==> config.mk <==
export PLATFORM = sky130hd
export DESIGN_NAME = sljk_reg
export DESIGN_NICKNAME = d
export VERILOG_FILES = /design/src/rtl/sljk_pkg.sv /design/src/rtl/sljk_decode.sv /design/src/rtl/sljk_gate.sv /design/src/rtl/sljk_jk_ff.sv /design/src/rtl/sljk_reg.sv
export SDC_FILE = /design/constraint.sdc
export NUM_CORES = 1
export LEC_CHECK = 0
export ABC_AREA = 1
export BUFFER_PORTS_ARGS = -buffer_cell sky130_fd_sc_hd__buf_2
export CAP_MARGIN = 10
export CORE_AREA = 2 2 39 41
export CTS_BUF_LIST = sky130_fd_sc_hd__clkbuf_2 sky130_fd_sc_hd__clkbuf_4 sky130_fd_sc_hd__clkbuf_8
export DETAILED_ROUTE_END_ITERATION = 10
export DIE_AREA = 0 0 41 43
export PLACE_DENSITY = 0.4
export SLEW_MARGIN = 0
export SYNTH_ARGS = -nofsm -noshare
export SYNTH_HDL_FRONTEND = slang
export SYNTH_HIERARCHICAL = 1
export SYNTH_SLANG_ARGS = --single-unit
export TNS_END_PERCENT = 20
==> constraint.sdc <==
create_clock -name clk_i -period 1.54 [get_ports clk_i]
set_input_delay 0 -clock clk_i [delete_from_list [all_inputs] [get_ports clk_i]]
set_output_delay 0 -clock clk_i [all_outputs]
set_load 0.01 [all_outputs]
==> src/rtl/sljk_pkg.sv <==
package sljk_pkg;
  typedef enum logic [1:0] {
    ACT_HOLD  = 2'd0,
    ACT_DRIVE = 2'd1,
    ACT_LOAD  = 2'd2
  } act_e;
endpackage

==> src/rtl/sljk_decode.sv <==
module sljk_decode
  import sljk_pkg::*;
(
  input  logic sel_i,
  input  logic load_i,
  output logic ld_en_o,
  output logic drv_en_o
);
  act_e act;

  always_comb begin
    unique case ({sel_i, load_i})
      2'b10:   act = ACT_DRIVE;
      2'b11:   act = ACT_LOAD;
      default: act = ACT_HOLD;
    endcase
  end

  assign ld_en_o  = (act == ACT_LOAD);
  assign drv_en_o = (act == ACT_DRIVE);
endmodule

==> src/rtl/sljk_gate.sv <==
module sljk_gate #(
  parameter int unsigned WIDTH = 4
) (
  input  logic             ld_en_i,
  input  logic [WIDTH-1:0] d_i,
  output logic [WIDTH-1:0] j_o,
  output logic [WIDTH-1:0] k_o
);
  // J=K=0 when idle; never K=1 outside a load
  for (genvar b = 0; b < WIDTH; b++) begin : g_bit
    assign j_o[b] = ld_en_i &  d_i[b];
    assign k_o[b] = ld_en_i & ~d_i[b];
  end
endmodule

==> src/rtl/sljk_jk_ff.sv <==
module sljk_jk_ff (
  input  logic clk_i,
  input  logic rst_ni,
  input  logic j_i,
  input  logic k_i,
  output logic q_o
);
  always_ff @(posedge clk_i or negedge rst_ni) begin
    if (!rst_ni) begin
      q_o <= 1'b0;
    end else begin
      unique case ({j_i, k_i})
        2'b00: q_o <= q_o;
        2'b10: q_o <= 1'b1;
        2'b01: q_o <= 1'b0;
        2'b11: q_o <= ~q_o;
        default: q_o <= q_o;
      endcase
    end
  end
endmodule

==> src/rtl/sljk_reg.sv <==
module sljk_reg #(
  parameter int unsigned WIDTH = 4
) (
  input  logic             clk_i,
  input  logic             rst_ni,
  input  logic             sel_i,
  input  logic             load_i,
  input  logic [WIDTH-1:0] data_i,
  output logic [WIDTH-1:0] data_o,
  output logic             out_valid_o
);
  logic             ld_en;
  logic             drv_en;
  logic [WIDTH-1:0] j_w;
  logic [WIDTH-1:0] k_w;
  logic [WIDTH-1:0] q_w;

  sljk_decode u_dec (
    .sel_i    (sel_i),
    .load_i   (load_i),
    .ld_en_o  (ld_en),
    .drv_en_o (drv_en)
  );

  sljk_gate #(.WIDTH(WIDTH)) u_gate (
    .ld_en_i (ld_en),
    .d_i     (data_i),
    .j_o     (j_w),
    .k_o     (k_w)
  );

  for (genvar b = 0; b < WIDTH; b++) begin : g_ff
    sljk_jk_ff u_ff (
      .clk_i  (clk_i),
      .rst_ni (rst_ni),
      .j_i    (j_w[b]),
      .k_i    (k_w[b]),
      .q_o    (q_w[b])
    );
  end

  // forced zero instead of a floating bus
  assign data_o      = drv_en ? q_w : '0;
  assign out_valid_o = drv_en;
endmodule

==> impl_results.md <==
- Outcome: finished clean
- Synth area leader: dfrtp_1
- Type of the worst setup path: reg -> out
- Combinational Power Share: 22.3%
- Top flop regs: g_ff.u_ff/q_o x4
- Die Height: 43 um
- Cells after Synth: 49
- Hold Path Cell Cnt: 5
- Slew Viols, Final: 0
- CTS Sinks: 4
- Minimum clock period after layout: 854 ps
- Max Cap Viol: 0
- Final Hold Fails: 0
- Layout cell share with drive strength beyond 1: 26.2%
- Placeable Area: 0.00138 mm^2
- Global-route wire length before repair: 1010 um
- Routed len/inst: 7.20 um
- Via density: 3.38
- DRT Pass-1 Iters: 2
- Worst EP arrival: 850 ps
- Filler cell count: 161
- Initial Util: 19.6%
- Top FF cell, synth: dfrtp_1
- Number of flip-flops in the largest register: 4
- GRT Total Usage: 8.53%
- CP Capture Type: output pin
- Buf+Inv Stages, Crit Path: 2
- Total wire length: 583 um
- Max stage delay on crit path: 390 ps
- Root Buffer: clkbuf_4
- EDFF count, synth: 0
- Most frequent cell after synthesis: nand2_1
- Internal power: 0.255 mW
- NetSw: 0.110 mW
- Mapped cell area: 272 um^2
- Final Wtd Congestion: 0.625
- H-tree levels: 1
- Clk_lat worst skew: 230 ps
- PwrDens: 949 mW/mm^2
- Post-CTS setup buffer count: 0
- Clock Path Buffers: 2
- CP top delay family: flip-flops
- Synth top area share: 36.9%
- DR iter-0 viols: 4
- R2R cell count: 3
- TritonCTS Buffers: 3
- Initial antenna violation count: 0
- Clock power share: 36.1%
- Die area: 0.00176 mm^2
- Number of synthesis warnings: 6
- HPWL after DPL: 460 um
- Final period util: 55.4%
- ANT nets after route: 0
- Area Overhead vs Synth: 41.5%
- Synthesized area per cell: 5.54 um^2
- HP Start: data_i[1]
- Hold-critical path endpoint: g_ff[1].u_ff/q_o
- Peak Freq: 1170 MHz
- Worst vdd ir: 0.208 mV
- I/O Pins: 13
- Slowest CP cell: dfrtp_1
- Required time worst endpoint: 1540 ps
- Clock slew at reported path FFs: 40 ps
- Hold Buf Count CTS: 1
- Residual DRC: 0
- Leak Pwr: 0.288 nW
- Net Sw Frac: 30.1%
- Final setup fails: 0
- #FFs+latches synth: 4
- Actual slew at the worst max-slew pin: 216 ps
- Vias in the first global route: 253
- Crit-path cells: nand2_1, inv_1, buf_2
- Critical path fanouts, max: 3
- Synth area leaders: dfrtp_1 (37%), nand2_1 (29%), inv_1 (25%), nor2_1 (5.5%), nor2_2 (2.3%)
- Gr ovfl total: 0
- Unrepaired setup endpoints after global routing: false
- # nets final: 75
- FF+latch area: 100 um^2
- Die X: 41 um
- PortBufs: 12
- Diodes inserted: 0
- Synth cell count leaders: nand2_1 (21), inv_1 (18), dfrtp_1 (4), nor2_1 (4)
- Top reg by flops: g_ff.u_ff/q_o
- Final hold slack: 51.9 ps
- Largest net degree at the start of global routing: 6
- Final Skew: 0 ps
- CTS tree: yes
- Multi-input logic area: 100 um^2
- Worst R2R Start: g_ff[2].u_ff/q_o
- Post-synth ARST share: 100%
- Syn nets: 57
- Site Rows: 14
- Post-CTS Resized: 0
- Setup crit start kind: flip-flop
- Flop pwr share: 41.6%
- RR Endpoint: g_ff[2].u_ff/q_o
- Yosys cell types: 6
- Finished Core Util: 27.8%
- Total negative slack: 0 ps
- Max transition margin: 85.6%
- Seq/Total Area, Yosys: 36.9%
- Hold crit path type: in -> reg
- Vias: 274
- Internal reg-to-reg setup slack: 920 ps
==> how the worst max path moves through the flow <==
stage	start	endpoint	slack, ps	depth (start not counted)
3_5_place_dp	load_i	g_ff[1].u_ff/q_o	830	8
4_1_cts	g_ff[3].u_ff/q_o	data_o[3]	670	3
3_3_place_gp	load_i	g_ff[0].u_ff/q_o	840	8
6_report	g_ff[3].u_ff/q_o	data_o[3]	690	3
5_1_grt	g_ff[3].u_ff/q_o	data_o[3]	620	3
2_1_floorplan	g_ff[0].u_ff/q_o	g_ff[0].u_ff/q_o	960	2
==> power groups by stage <==
| stage | Sequential [mW] | Combinational (mW) | Clock [mW] |
|---|---|---|---|
| 6_report | 0.152 | 0.0814 | 0.131 |
| 5_1_grt | 0.157 | 0.102 | 0.142 |
| 4_1_cts | 0.152 | 0.0835 | 0.140 |
| 3_5_place_dp | 0.153 | 0.0812 | 0 |
| 3_3_place_gp | 0.153 | 0.0802 | 0 |
| 2_1_floorplan | 0.147 | 0.0531 | 0 |
==> worst reg2reg max path, stage by stage, from the launching register on <==
cell     delay (ps)
dfrtp_1         360
inv_1            50
nand2_1          60
nand2_1          40
==> cell families (layout without fill, tap and decap cells) <==
group,after synthesis,in the layout,synth area share [%]
buffers and inverters,19,35,26.3
DFF,4,4,36.9
and+or+nand+nor,26,26,36.9
==> final cells by class <==
type / instances / area share [%]
inverter: 19 / 18.6
tap: 16 / 5.21
timing repair buffer: 13 / 18.2
multi-input combinational: 26 / 26.1
clock buffer: 3 / 5.86
sequential: 4 / 26.1
==> placed cells by master (no fill, tap or decap), drive strengths merged <==
cell and count:
buf 12, clkbuf 3, dfrtp 4, dlygate4sd3 1
inv 19, nand2 21, nor2 5
==> metrics by stage <==
| stage | setup slack [ps] | power (mW) | cells | cell area [um^2] |
|---|---|---|---|---|
| 2_1_floorplan | 958 | 0.200 | 49 | 272 |
| 3_3_place_gp | 841 | 0.233 | 77 | 352 |
| 3_5_place_dp | 828 | 0.234 | 77 | 352 |
| 4_1_cts | 674 | 0.375 | 81 | 384 |
| 5_1_grt | 621 | 0.402 | 81 | 384 |
| 6_report | 686 | 0.365 | 81 | 384 |
==> routing by layer <==
metal / GRT usage, % / up-vias / wire [um]
met5: 0 / - / 0
met3: 0 / 0 / 36
met1: 12.5 / 107 / 292
met4: 8.00 / 0 / 0
li1: - / 160 / -
met2: 10.6 / 7 / 254
Note: power is estimated with default switching activity, not from simulation.
